<file path="src/rtl/ecd_pkg.sv">
package ecd_pkg;
    typedef enum logic [1:0] {
        ST_OFF     = 2'd0,
        ST_SEARCH  = 2'd1,
        ST_QUALIFY = 2'd2,
        ST_LOCKED  = 2'd3
    } ecd_state_t;
endpackage

</file>
<file path="src/rtl/ecd_window.sv">
module ecd_window #(
    parameter int WORD_W = 10,
    localparam int SLOT_W = WORD_W + 2
) (
    input  logic              clk,
    input  logic              rst_n,
    input  logic              clr,
    input  logic              bit_vld,
    input  logic              bit_in,
    output logic              fill_ok,
    output logic              frame_ok,
    output logic [WORD_W-1:0] payload
);
    localparam int FILL_W = $clog2(SLOT_W);
    localparam logic [FILL_W-1:0] FILL_MAX = FILL_W'(SLOT_W - 1);

    logic [SLOT_W-2:0] hist_q;
    logic [SLOT_W-1:0] win;
    logic [FILL_W-1:0] fill_q;

    // window as it stands once this cycle's bit is included
    assign win      = {hist_q, bit_in};
    assign frame_ok = win[SLOT_W-1] & ~win[0];
    assign fill_ok  = (fill_q == FILL_MAX);

    // first payload bit on the line lands in bit 0
    for (genvar i = 0; i < WORD_W; i++) begin : g_pay
        assign payload[i] = win[SLOT_W-2-i];
    end

    always_ff @(posedge clk or negedge rst_n) begin
        if (!rst_n) begin
            hist_q <= '0;
            fill_q <= '0;
        end else if (clr) begin
            hist_q <= '0;
            fill_q <= '0;
        end else if (bit_vld) begin
            hist_q <= win[SLOT_W-2:0];
            if (!fill_ok) fill_q <= fill_q + 1'b1;
        end
    end
endmodule

</file>
<file path="src/rtl/ecd_phase.sv">
module ecd_phase #(
    parameter int WORD_W = 10,
    localparam int SLOT_W = WORD_W + 2
) (
    input  logic clk,
    input  logic rst_n,
    input  logic bit_vld,
    input  logic restart,
    output logic slot_end,
    output logic clk_hi
);
    localparam int PH_W = $clog2(SLOT_W);
    localparam logic [PH_W-1:0] PH_LAST = PH_W'(SLOT_W - 1);
    localparam logic [PH_W-1:0] PH_HALF = PH_W'(SLOT_W / 2);

    logic [PH_W-1:0] phase_q;

    assign slot_end = bit_vld & (phase_q == PH_LAST);
    assign clk_hi   = (phase_q < PH_HALF);

    always_ff @(posedge clk or negedge rst_n) begin
        if (!rst_n)                      phase_q <= '0;
        else if (bit_vld && restart)     phase_q <= '0;
        else if (bit_vld && slot_end)    phase_q <= '0;
        else if (bit_vld)                phase_q <= phase_q + 1'b1;
    end


    phase_hold_chk: assert property (@(posedge clk) disable iff (!rst_n)
        !bit_vld |=> $stable(phase_q));


    phase_range_chk: assert property (@(posedge clk) disable iff (!rst_n)
        phase_q <= PH_LAST);
endmodule

</file>
<file path="src/rtl/ecd_lock_fsm.sv">
module ecd_lock_fsm
    import ecd_pkg::*;
#(
    parameter int QUAL_WORDS = 80
) (
    input  logic clk,
    input  logic rst_n,
    input  logic pwr_on,
    input  logic bit_vld,
    input  logic fill_ok,
    input  logic frame_ok,
    input  logic slot_end,
    output logic restart,
    output logic deliver,
    output logic locked,
    output logic suspect_q
);
    localparam int CNT_W = $clog2(QUAL_WORDS + 1);
    localparam logic [CNT_W-1:0] CNT_LAST = CNT_W'(QUAL_WORDS - 1);

    ecd_state_t       state_q, state_d;
    logic [CNT_W-1:0] qual_q;
    logic             miss_q;
    logic             lost_q;
    logic             detect, qual_done, loss;

    assign detect    = (state_q == ST_SEARCH) && bit_vld && fill_ok && frame_ok;
    assign qual_done = (state_q == ST_QUALIFY) && slot_end && frame_ok && (qual_q == CNT_LAST);
    assign loss      = (state_q == ST_LOCKED) && slot_end && !frame_ok && miss_q;
    assign locked    = (state_q == ST_LOCKED);

    always_comb begin
        state_d = state_q;
        restart = 1'b0;
        deliver = 1'b0;
        unique case (state_q)
            ST_OFF: begin
                state_d = ST_SEARCH;
            end
            ST_SEARCH: begin
                if (detect) begin
                    state_d = ST_QUALIFY;
                    restart = 1'b1;
                end
            end
            ST_QUALIFY: begin
                if (slot_end && !frame_ok) begin
                    state_d = ST_SEARCH;
                end else if (qual_done) begin
                    state_d = ST_LOCKED;
                    deliver = 1'b1;
                end
            end
            ST_LOCKED: begin
                if (slot_end && frame_ok) deliver = 1'b1;
                else if (loss)            state_d = ST_SEARCH;
            end
            default: state_d = ST_OFF;
        endcase
        if (!pwr_on) begin
            state_d = ST_OFF;
            restart = 1'b0;
            deliver = 1'b0;
        end
    end

    always_ff @(posedge clk or negedge rst_n) begin
        if (!rst_n) state_q <= ST_OFF;
        else        state_q <= state_d;
    end

    always_ff @(posedge clk or negedge rst_n) begin
        if (!rst_n) begin
            qual_q    <= '0;
            miss_q    <= 1'b0;
            lost_q    <= 1'b0;
            suspect_q <= 1'b0;
        end else if (!pwr_on) begin
            qual_q    <= '0;
            miss_q    <= 1'b0;
            lost_q    <= 1'b0;
            suspect_q <= 1'b0;
        end else begin
            if (detect)
                qual_q <= CNT_W'(1);
            else if (state_q == ST_QUALIFY && slot_end && frame_ok && !qual_done)
                qual_q <= qual_q + 1'b1;

            if (state_q == ST_LOCKED && slot_end)
                miss_q <= !frame_ok && !miss_q;
            else if (state_q != ST_LOCKED)
                miss_q <= 1'b0;

            if (loss)           lost_q <= 1'b1;
            else if (qual_done) lost_q <= 1'b0;

            if (qual_done)      suspect_q <= lost_q;
            else if (deliver)   suspect_q <= 1'b0;
            else if (loss)      suspect_q <= 1'b0;
        end
    end


    lock_rise_chk: assert property (@(posedge clk) disable iff (!rst_n)
        $rose(locked) |-> $past(slot_end && frame_ok));


    lock_fall_chk: assert property (@(posedge clk) disable iff (!rst_n)
        $fell(locked) |-> ($past(!pwr_on) || $past(slot_end && !frame_ok)));


    pd_clear_chk: assert property (@(posedge clk) disable iff (!rst_n)
        !pwr_on |=> (state_q == ST_OFF) && !suspect_q);


    qual_bound_chk: assert property (@(posedge clk) disable iff (!rst_n)
        qual_q <= CNT_LAST);
endmodule

</file>
<file path="src/rtl/ecframe_deser.sv">
module ecframe_deser #(
    parameter int WORD_W     = 10,
    parameter int QUAL_WORDS = 80
) (
    input  logic              clk,
    input  logic              rst_n,
    input  logic              pwr_on,
    input  logic              out_en,
    input  logic              fall_sel,
    input  logic              bit_vld,
    input  logic              bit_in,
    output logic [WORD_W-1:0] word_out,
    output logic              word_stb,
    output logic              drv_en,
    output logic              rclk,
    output logic              lock_n,
    output logic              suspect
);
    logic              fill_ok, frame_ok, slot_end, clk_hi;
    logic              restart, deliver, locked, suspect_q;
    logic [WORD_W-1:0] payload;
    logic [WORD_W-1:0] word_q;
    logic              stb_q;

    ecd_window #(.WORD_W(WORD_W)) i_window (
        .clk      (clk),
        .rst_n    (rst_n),
        .clr      (!pwr_on),
        .bit_vld  (bit_vld),
        .bit_in   (bit_in),
        .fill_ok  (fill_ok),
        .frame_ok (frame_ok),
        .payload  (payload)
    );

    ecd_phase #(.WORD_W(WORD_W)) i_phase (
        .clk      (clk),
        .rst_n    (rst_n),
        .bit_vld  (bit_vld),
        .restart  (restart),
        .slot_end (slot_end),
        .clk_hi   (clk_hi)
    );

    ecd_lock_fsm #(.QUAL_WORDS(QUAL_WORDS)) i_fsm (
        .clk       (clk),
        .rst_n     (rst_n),
        .pwr_on    (pwr_on),
        .bit_vld   (bit_vld),
        .fill_ok   (fill_ok),
        .frame_ok  (frame_ok),
        .slot_end  (slot_end),
        .restart   (restart),
        .deliver   (deliver),
        .locked    (locked),
        .suspect_q (suspect_q)
    );

    always_ff @(posedge clk or negedge rst_n) begin
        if (!rst_n) begin
            word_q <= '0;
            stb_q  <= 1'b0;
        end else if (!pwr_on) begin
            word_q <= '0;
            stb_q  <= 1'b0;
        end else begin
            stb_q <= deliver;
            if (deliver) word_q <= payload;
        end
    end

    assign lock_n   = !(locked && pwr_on);
    assign drv_en   = locked && pwr_on && out_en;
    assign word_out = drv_en ? word_q : '0;
    assign word_stb = stb_q && drv_en;
    assign rclk     = drv_en && (clk_hi ^ fall_sel);
    assign suspect  = suspect_q && drv_en;


    stb_drive_chk: assert property (@(posedge clk) disable iff (!rst_n)
        word_stb |-> (drv_en && !lock_n));


    unlocked_quiet_chk: assert property (@(posedge clk) disable iff (!rst_n)
        lock_n |-> (!drv_en && !word_stb && !rclk && !suspect));


    pd_outputs_chk: assert property (@(posedge clk) disable iff (!rst_n)
        !pwr_on |-> (lock_n && !drv_en));
endmodule

</file>
<file path="config.mk">
export PLATFORM = sky130hd
export DESIGN_NAME = ecframe_deser
export DESIGN_NICKNAME = d
export VERILOG_FILES = /design/src/rtl/ecd_pkg.sv /design/src/rtl/ecd_window.sv /design/src/rtl/ecd_phase.sv /design/src/rtl/ecd_lock_fsm.sv /design/src/rtl/ecframe_deser.sv
export SDC_FILE = /design/constraint.sdc
export NUM_CORES = 1
export LEC_CHECK = 0
export BUFFER_PORTS_ARGS = -buffer_cell sky130_fd_sc_hd__buf_2
export CAP_MARGIN = 20
export CORE_MARGIN = 2
export CORE_UTILIZATION = 57
export DETAILED_ROUTE_END_ITERATION = 10
export PLACE_DENSITY = 0.87
export SLEW_MARGIN = 20
export SYNTH_ARGS = -nofsm -noshare
export SYNTH_HDL_FRONTEND = slang
export SYNTH_SLANG_ARGS = --single-unit
</file>
<file path="constraint.sdc">
create_clock -name clk -period 2.45 [get_ports clk]
set_clock_uncertainty 0.15 [all_clocks]
set_input_delay 0.735 -clock clk [delete_from_list [all_inputs] [get_ports clk]]
set_output_delay 0.735 -clock clk [all_outputs]
set_load 0.01 [all_outputs]
</file>
; Word-level counts from Yosys, hierarchy flattened
; Cells that the tools add are included.
[classes]
addsub = 3
order_cmp = 1
n_eq_ne = 18
n_mux = 40
n_bitwise = 4
n_reduce_logical = 28
[op_table]
columns = cell, count
row1 = 10-bit two-way mux, 3
row2 = 4-bit two-way mux, 6
row3 = 11-bit two-way mux, 2
row4 = 7-bit two-way mux, 3
row5 = 1-bit logical AND, 20
row6 = 1-bit two-way mux, 18
row7 = 2-bit two-way mux, 6
row8 = "3-bit by 1-bit inequality test with 1-bit output, second input constant", 3
row9 = "4-bit by 1-bit adder with 4-bit output, second input constant", 2
row10 = "4-bit == test, second input constant", 2
row11 = 2-bit one-hot mux with 4 select lines, 1
row12 = "7-bit by 1-bit adder with 7-bit output, second input constant", 1
row13 = "7-bit == test, second input constant", 1
row14 = "3-bit by 2-bit inequality test with 1-bit output, second input constant", 2
row15 = "2-bit == test, second input constant", 2
row16 = 1-bit zero test, 4
row17 = "4-bit by 3-bit less-than comparator with 1-bit output, second input constant", 1
row18 = "2-bit by 1-bit inequality test with 1-bit output, second input constant", 2
row19 = "2-bit inequality test, second input constant", 2
row20 = "4-bit by 1-bit inequality test with 1-bit output, second input constant", 1
row21 = "4-bit by 2-bit inequality test with 1-bit output, second input constant", 1
row22 = 4-bit AND reduction, 1
row23 = "3-bit inequality test, second input constant", 1
row24 = 3-bit nonzero test, 1
row25 = 7 further kinds, 8
[word_totals]
regBits = 42
input_bits = 7
elab_cells = 104

; Logic depth before layout (Yosys ltp)
; Gate-level depths: netlist of the first run.
[logic_depth]
word_depth = 12
mapped_depth = 7
ltp_nobuf = 7

; By module
; Synthesis of the first run repeated with hierarchy kept, for this count alone.
[unflattened]
hier_cells = 215
hier_area_um2 = 2245.9
[by_module_without_submodules]
columns = mod, n_inst, cells_per_inst, area_per_inst_um2
row1 = ecd_lock_fsm, 1, 76, 742.0
row2 = ecd_window, 1, 68, 738.2
row3 = ecframe_deser, 1, 52, 555.5
row4 = ecd_phase, 1, 19, 210.2

; Worst setup path after synthesis of the first run
; No wires, ideal clock.
[synth_path]
path_kind = in2out
from = in pwr_on
to = out rclk
arrival_ps = 1583
required_ps = 1565
slack_ps = -18
cell_stages = 4
n_path_buf = 2
path_cell_list = buf_2 > and3_1 > clkbuf_1 > and2_1
[synth_between]
elab_chain_cells = 3
[synth_rtl]
columns = element, line_no
row1 = start: declaration, ecframe_deser.sv:7  ; input logic pwr_on,
row2 = 1-bit logical AND (2 in series), ecframe_deser.sv:73  ; assign drv_en = locked && pwr_on && out_en;
row3 = via drv_en, ecframe_deser.sv:14  ; output logic drv_en,
row4 = 1-bit logical AND, ecframe_deser.sv:76  ; assign rclk = drv_en && (clk_hi ^ fall_sel);
row5 = end: declaration, ecframe_deser.sv:15  ; output logic rclk,
; The timed path passes the listed nets, and every way through them passes these cells.

; Worst setup path in the final report of the first run
[layout_path]
from = reg i_fsm.state_q[1]
to = out word_out[1]
[layout_between]
elab_chain_cells = 4
[layout_rtl]
columns = element, line_no
row1 = start: declaration, ecd_lock_fsm.sv:21  ; ecd_state_t state_q, state_d;
row2 = start signal: assignment, ecd_lock_fsm.sv:69  ; else state_q <= state_d;
row3 = 2-bit == test, ecd_lock_fsm.sv:30  ; assign locked = (state_q == ST_LOCKED);
row4 = 1-bit logical AND (2 in series), ecframe_deser.sv:73
row5 = 10-bit two-way mux, ecframe_deser.sv:74  ; assign word_out = drv_en ? word_q : '0;
row6 = end: declaration, ecframe_deser.sv:12  ; output logic [WORD_W-1:0] word_out,
; Every way passes these cells.

==> impl_metrics.py, run 1 <==
metrics = {
    "sta": {
        "maxSlewViolCount": 0,
        "worstMarginPinSlew_ns": 0.500,
        "finalCritPeriodShare_pct": 96.9,
        "hold_violations": 0,
        "rsz0062_at_grt": "no",
        "relSlewSlack_pct": 66.6,
        "setup_viol_count_final": 0,
        "fin_crit_ns": 2.37,
        "fmax_mhz": 421,
        "tns_ns": 0,
    },
    "floorplanning": {
        "die_x_um": 64.1,
        "initial_utilization_pct": 60.7,
        "die_area_um2": 4100,
        "die_h_um": 64.1,
        "core_um2": 3390,
        "rows": 21,
        "boundaryPins": 22,
    },
    "synthesis": {
        "synth_fa_ha_area_share_pct": 4.26,
        "ys_types": 37,
        "ys_seq_area_share_pct": 51.1,
        "synth_nets": 209,
        "synth_seq_cells": 42,
        "synth_compound_area_share_pct": 10.8,
        "syn_area_um2": 2060,
        "synthMuxAreaShare_pct": 7.85,
        "yosys.area.top_type_share_pct": 51.1,
        "synth_area_leaders": "dfrtp_1, mux2i_1, nor2_1",
        "synth_area_per_cell_um2": 10.5,
        "synth_top_family_by_area": "simple AND/OR/NAND/NOR gates",
        "synthFlopType": "dfrtp_1",
        "synth_simple_gate_area_share_pct": 19.0,
        "synth_xor_area_share_pct": 3.83,
        "synth_edf_count": 0,
        "async_flop_share_pct": 100,
        "ys_warn_count": 0,
        "synthCells": 195,
        "synth_top_area_cell": "dfrtp_1",
    },
    "global_routing": {
        "grt_start_max_net_pins": 43,
        "grt_pass1_vias": 1463,
        "antenna_found_initial": 0,
        "gr-total-overflow": 0,
        "grt_pass1_wl_um": 6810,
        "track_usage_pct": 22.1,
    },
    "detailed_routing": {
        "route.detailed.drc": 0,
        "top_layer": "met4",
        "viasPerCell": 5.59,
        "wirelength_um": 3900,
        "drtAntennaViolNets": 0,
        "num_vias": 1531,
        "wire_per_inst_um": 14.2,
        "wl_met3_um": 189,
        "first_pass_iters": 4,
        "drt-initial-drc-count": 112,
        "drt-met1-wl_um": 1790,
        "wl_met2_um": 1830,
    },
    "critical_path": {
        "path_max_fanout": 7,
        "endpoint_kind": "primary output",
        "cp-start-kind": "flop",
        "crit_path_start": "i_fsm.state_q[1]$_DFFE_PN0P_",
        "path_class": "flop to primary output",
        "reg2reg_from": "i_fsm.qual_q[0]$_DFFE_PN0P_",
        "cp.arrival_ns": 1.49,
        "required_ns": 1.56,
    },
    "hold_path": {
        "hp-class": "input pin to asynchronous set/reset pin",
    },
    "finish": {
        "drive_above_1_share_pct": 20.2,
        "diodes": 0,
        "layout.nets": 241,
        "syn_to_final_growth_pct": 14.5,
        "final_cell_area_um2": 2360,
        "layout_common_cells": "dfrtp_1, nor2_1, buf_2, mux2i_1, and2_1",
        "layout_commonest_cell": "dfrtp_1",
    },
    "pwr": {
        "ir_drop_mv": 0.366,
        "p_per_area_nw_per_um2": 578,
        "leakagePower_nw": 1.18,
    },
    "clocking": {
        "cts_tree": "done",
        "clkTransAtPathRegs_ns": 0.11,
        "numCtsBuffers": 5,
        "clk-insertion-delay-late_ns": 0.35,
        "cts_buffer_depth": 2,
        "clock-sinks": 42,
        "htree_levels": 2,
        "cts-root-buf": "clkbuf_4",
    },
    "place": {
        "dpl.hpwl_um": 2690,
        "post_dp_cell_area_um2": 2260,
        "gp_congestion": 0.852,
        "io_buffers": 21,
    },
    "status": {
        "status": "complete, no violations",
    },
    "flow_run": {
        "maxCapViolations": 0,
    },
}
==> logic make-up (layout without fill, tap and decap cells) <==
family / after synthesis / after routing
flops: 42 / 42
simple gates: 74 / 75
compound gates: 31 / 31
xor+xnor: 9 / 9
mux: 16 / 16
buf+inv: 16 / 48
fa+ha+maj: 7 / 7
==> layer usage <==
layer	track usage, %	up-vias
li1	-	743
met1	30.6	746
met2	32.0	37
met3	5.28	5
met4	12.2	0
met5	0	-
==> report_power, final <==
group / internal [mW] / leakage [nW] / switching, mW / total [mW]
Combinational: 0.108 / 0.572 / 0.125 / 0.233
Clock: 0.138 / 0.0343 / 0.221 / 0.359
Sequential: 0.728 / 0.577 / 0.0410 / 0.769
==> worst max-delay path: stages, from the launching register on <==
cell and delay, ns:
dfrtp_1 0.45, ha_4 0.19, and3_2 0.21, and2_1 0.16, buf_2 0.13
==> registers in the layout (all words and copies together) (netlist names) <==
signal and flops:
i_fsm.qual_q 7, i_window.hist_q 11, i_fsm.miss_q 1, i_fsm.suspect_q 1, word_q 10, stb_q 1
i_window.fill_q 4, i_fsm.state_q 2, i_fsm.lost_q 1, i_phase.phase_q 4
==> synthesized netlist by cell type (5+ instances only) <==
cell      n
a21oi_1   6
a22o_1   10
and2_1   13
dfrtp_1  42
ha_1      7
inv_1     7
mux2i_1  15
nand2_1   9
nor2_1   25
o21ai_0   7
xnor2_1   5
==> worst paths after layout <==
check                                                  to  slack, ns  cells past startpoint
max in group asynchronous     i_fsm.qual_q[4]$_DFFE_PN0P_       1.54                      2
min in group clk                    word_q[4]$_DFFE_PN0P_       0.35                      1
max reg2reg                  i_fsm.state_q[1]$_DFFE_PN0P_       0.27                      6
max                                           word_out[1]       0.08                      4
min                        i_phase.phase_q[2]$_DFFE_PN0P_       0.27                      2
min reg2reg                         word_q[4]$_DFFE_PN0P_       0.35                      1
==> stage by stage <==
stage          total power [mW]  cells  setup WS (ns)  util (%)  hold slack (ns)
6_report                   1.36    274         0.0767      69.5            0.270
5_1_grt                    1.44    274         0.0107      69.5            0.296
4_1_cts                    1.35    272        0.00125      68.7            0.285
3_5_place_dp              0.993    264        -0.0230      66.7            0.327
3_3_place_gp              0.984    264        0.00899      66.7            0.325
2_1_floorplan             0.923    195         0.0896         -            0.289
==> final cells by class <==
class,instances,area (um2)
Sequential cell,42,1050
Tap cell,46,57.6
Fill cell,261,1030
Multi-Input combinational cell,138,966
Inverter,8,30.0
Timing Repair Buffer,32,188
Clock buffer,6,51.3
Clock inverter,2,12.5
==> timing repair <==
action,4_1_cts,5_1_grt
hold buffers,0,0
pin swaps,0,1
gates cloned,0,1
endpoints found under the hold margin,0,0
resized for setup,2,2
endpoints found under the setup margin,14,13
setup buffers,0,1
Power figures use the tool's default switching activity.
==> inputs of run 2 (changes only) <==
--- a/config.mk
+++ b/config.mk
@@ -7,10 +7,12 @@
 export LEC_CHECK = 0
 export BUFFER_PORTS_ARGS = -buffer_cell sky130_fd_sc_hd__buf_2
 export CAP_MARGIN = 20
+export CELL_PAD_IN_SITES_DETAIL_PLACEMENT = 1
+export CELL_PAD_IN_SITES_GLOBAL_PLACEMENT = 2
 export CORE_MARGIN = 2
-export CORE_UTILIZATION = 57
+export CORE_UTILIZATION = 37
 export DETAILED_ROUTE_END_ITERATION = 10
-export PLACE_DENSITY = 0.87
+export PLACE_DENSITY = 0.86
 export SLEW_MARGIN = 20
 export SYNTH_ARGS = -nofsm -noshare
 export SYNTH_HDL_FRONTEND = slang
==> impl_metrics.py, run 2 (synthesized netlist as in run 1, its figures left out) <==
metrics = {
    "sta": {
        "rsz0062_at_grt": "no",
        "worstMarginPinSlew_ns": 0.463,
        "finalCritPeriodShare_pct": 96.6,
        "fmax_mhz": 423,
        "setup_viol_count_final": 0,
        "maxSlewViolCount": 0,
        "hold_violations": 0,
        "relSlewSlack_pct": 69.1,
        "fin_crit_ns": 2.37,
    },
    "critical_path": {
        "reg2reg_depth": 6,
        "max_stage_delay_ns": 0.43,
        "required_ns": 1.56,
        "endpoint": "word_out[8]",
        "slowest_stage": "dfrtp_1",
        "worstPathCellList": "ha_1 -> and3_4 -> and2_1 -> buf_2",
        "path_max_fanout": 14,
        "reg2reg_to": "i_fsm.state_q[1]$_DFFE_PN0P_",
        "cp.arrival_ns": 1.48,
        "reg2reg_from": "i_phase.phase_q[1]$_DFFE_PN0P_",
        "path_class": "flop to primary output",
        "r2r_slack_ns": 0.31,
        "crit_path_start": "i_fsm.state_q[0]$_DFFE_PN0P_",
        "endpoint_kind": "primary output",
        "cp-start-kind": "flop",
    },
    "detailed_routing": {
        "drtAntennaViolNets": 0,
        "num_vias": 1504,
        "drt-initial-drc-count": 63,
        "first_pass_iters": 4,
        "wire_per_inst_um": 15.0,
        "viasPerCell": 5.05,
        "route.detailed.drc": 0,
        "wirelength_um": 4480,
    },
    "finish": {
        "final_core_util_pct": 44.1,
        "drive_above_1_share_pct": 18.6,
        "layout_commonest_cell": "dfrtp_1",
        "regMostFlops": "i_window.hist_q",
        "layout.nets": 239,
        "layout_common_cells": "dfrtp_1, nor2_1, buf_2, mux2i_1, and2_1",
        "syn_to_final_growth_pct": 16.5,
        "finalNonFillerCells": 298,
        "diodes": 0,
        "largest_reg_flops": 11,
        "top_regs": "i_window.hist_q (11), word_q (10), i_fsm.qual_q (7)",
    },
    "pwr": {
        "p_sw_uw": 404,
        "p_per_area_nw_per_um2": 601,
        "p_clk_share_pct": 30.7,
        "total_power_mw": 1.44,
        "p_int_mw": 1.04,
        "leakagePower_nw": 1.19,
        "comb_power_share_pct": 15.9,
        "sequentialPowerShare_pct": 53.3,
        "swShare_pct": 28.0,
        "ir_drop_mv": 0.313,
    },
    "floorplanning": {
        "rows": 27,
        "die_x_um": 78.6,
        "die_h_um": 78.6,
        "core_um2": 5440,
        "die_area_um2": 6170,
        "boundaryPins": 22,
        "initial_utilization_pct": 37.8,
    },
    "clocking": {
        "cts_buffer_depth": 2,
        "htree_levels": 2,
        "clock-sinks": 42,
        "cts.hold.buffers_added": 0,
        "cts_tree": "done",
        "post-cts-setup-buffers": 0,
        "clk-insertion-delay-late_ns": 0.29,
        "cts-root-buf": "clkbuf_8",
        "numCtsBuffers": 5,
        "clkTransAtPathRegs_ns": 0.08,
    },
    "global_routing": {
        "grt_pass1_wl_um": 7790,
        "antenna_found_initial": 0,
        "gr-total-overflow": 0,
        "grt_pass1_vias": 1566,
        "grt_start_max_net_pins": 25,
        "track_usage_pct": 16.2,
    },
    "status": {
        "status": "complete, no violations",
    },
    "place": {
        "dpl.hpwl_um": 3230,
        "dp_cells": 290,
        "gp_congestion": 0.797,
        "io_buffers": 21,
    },
    "hold_path": {
        "hp-class": "input pin to asynchronous set/reset pin",
    },
    "flow_run": {
        "maxCapViolations": 0,
    },
}
==> run 2: power groups by stage <==
stage	Clock (mW)	Combinational, mW	Sequential, mW
finish	0.443	0.230	0.768
global route	0.493	0.261	0.777
CTS	0.458	0.237	0.769
detailed placement	0	0.233	0.784
global placement	0	0.228	0.781
floorplan	0	0.152	0.772
==> run 2: cell type report <==
class	instances	area, um2
clock buffer	6	72.6
clock inverter	2	13.8
fill	611	3040
inverter	8	30.0
multi-input combinational	137	946
sequential	42	1050
tap	72	90.1
timing repair buffer	31	193
==> run 2: what timing repair did <==
item,4_1_cts,5_1_grt
resized for setup,2,0
hold endpoints to repair,0,0
setup endpoints to repair,14,0
==> run 2: routing by layer <==
layer	up-vias	GRT usage [%]	part of all wire [%]
li1	735	-	-
met1	743	21.2	47
met2	22	26.3	49
met3	4	3.68	3.1
met4	0	5.61	0.94
met5	-	0	0
==> run 2: worst max-delay path, delay by kind of cell (launching register included) <==
family,cells,cell delay (ns)
adder cells (fa/ha/maj),1,0.23
buffers and inverters,1,0.13
flip-flops,1,0.43
AND/OR/NAND/NOR,2,0.39
==> run 2: through the flow <==
stage | hold WS (ns) | instance area (um2) | worst slack, ns | TNS [ns]
floorplan | 0.289 | 2060 | 0.0896 | 0
global placement | 0.331 | 2300 | -0.0704 | -0.559
detailed placement | 0.331 | 2300 | -0.0956 | -1.06
CTS | 0.249 | 2400 | 0.0656 | 0
global route | 0.252 | 2400 | 0.0196 | 0
finish | 0.239 | 2400 | 0.0834 | 0
==> run 2: how the worst min path moves through the flow <==
stage	endpoint	slack [ns]	cells past startpoint
floorplan	i_fsm.lost_q$_DFFE_PN0P_	0.29	0
global placement	word_q[2]$_DFFE_PN0P_	0.33	1
detailed placement	word_q[5]$_DFFE_PN0P_	0.33	1
CTS	word_q[8]$_DFFE_PN0P_	0.25	1
global route	word_q[6]$_DFFE_PN0P_	0.25	1
finish	i_fsm.miss_q$_DFFE_PN0P_	0.24	1
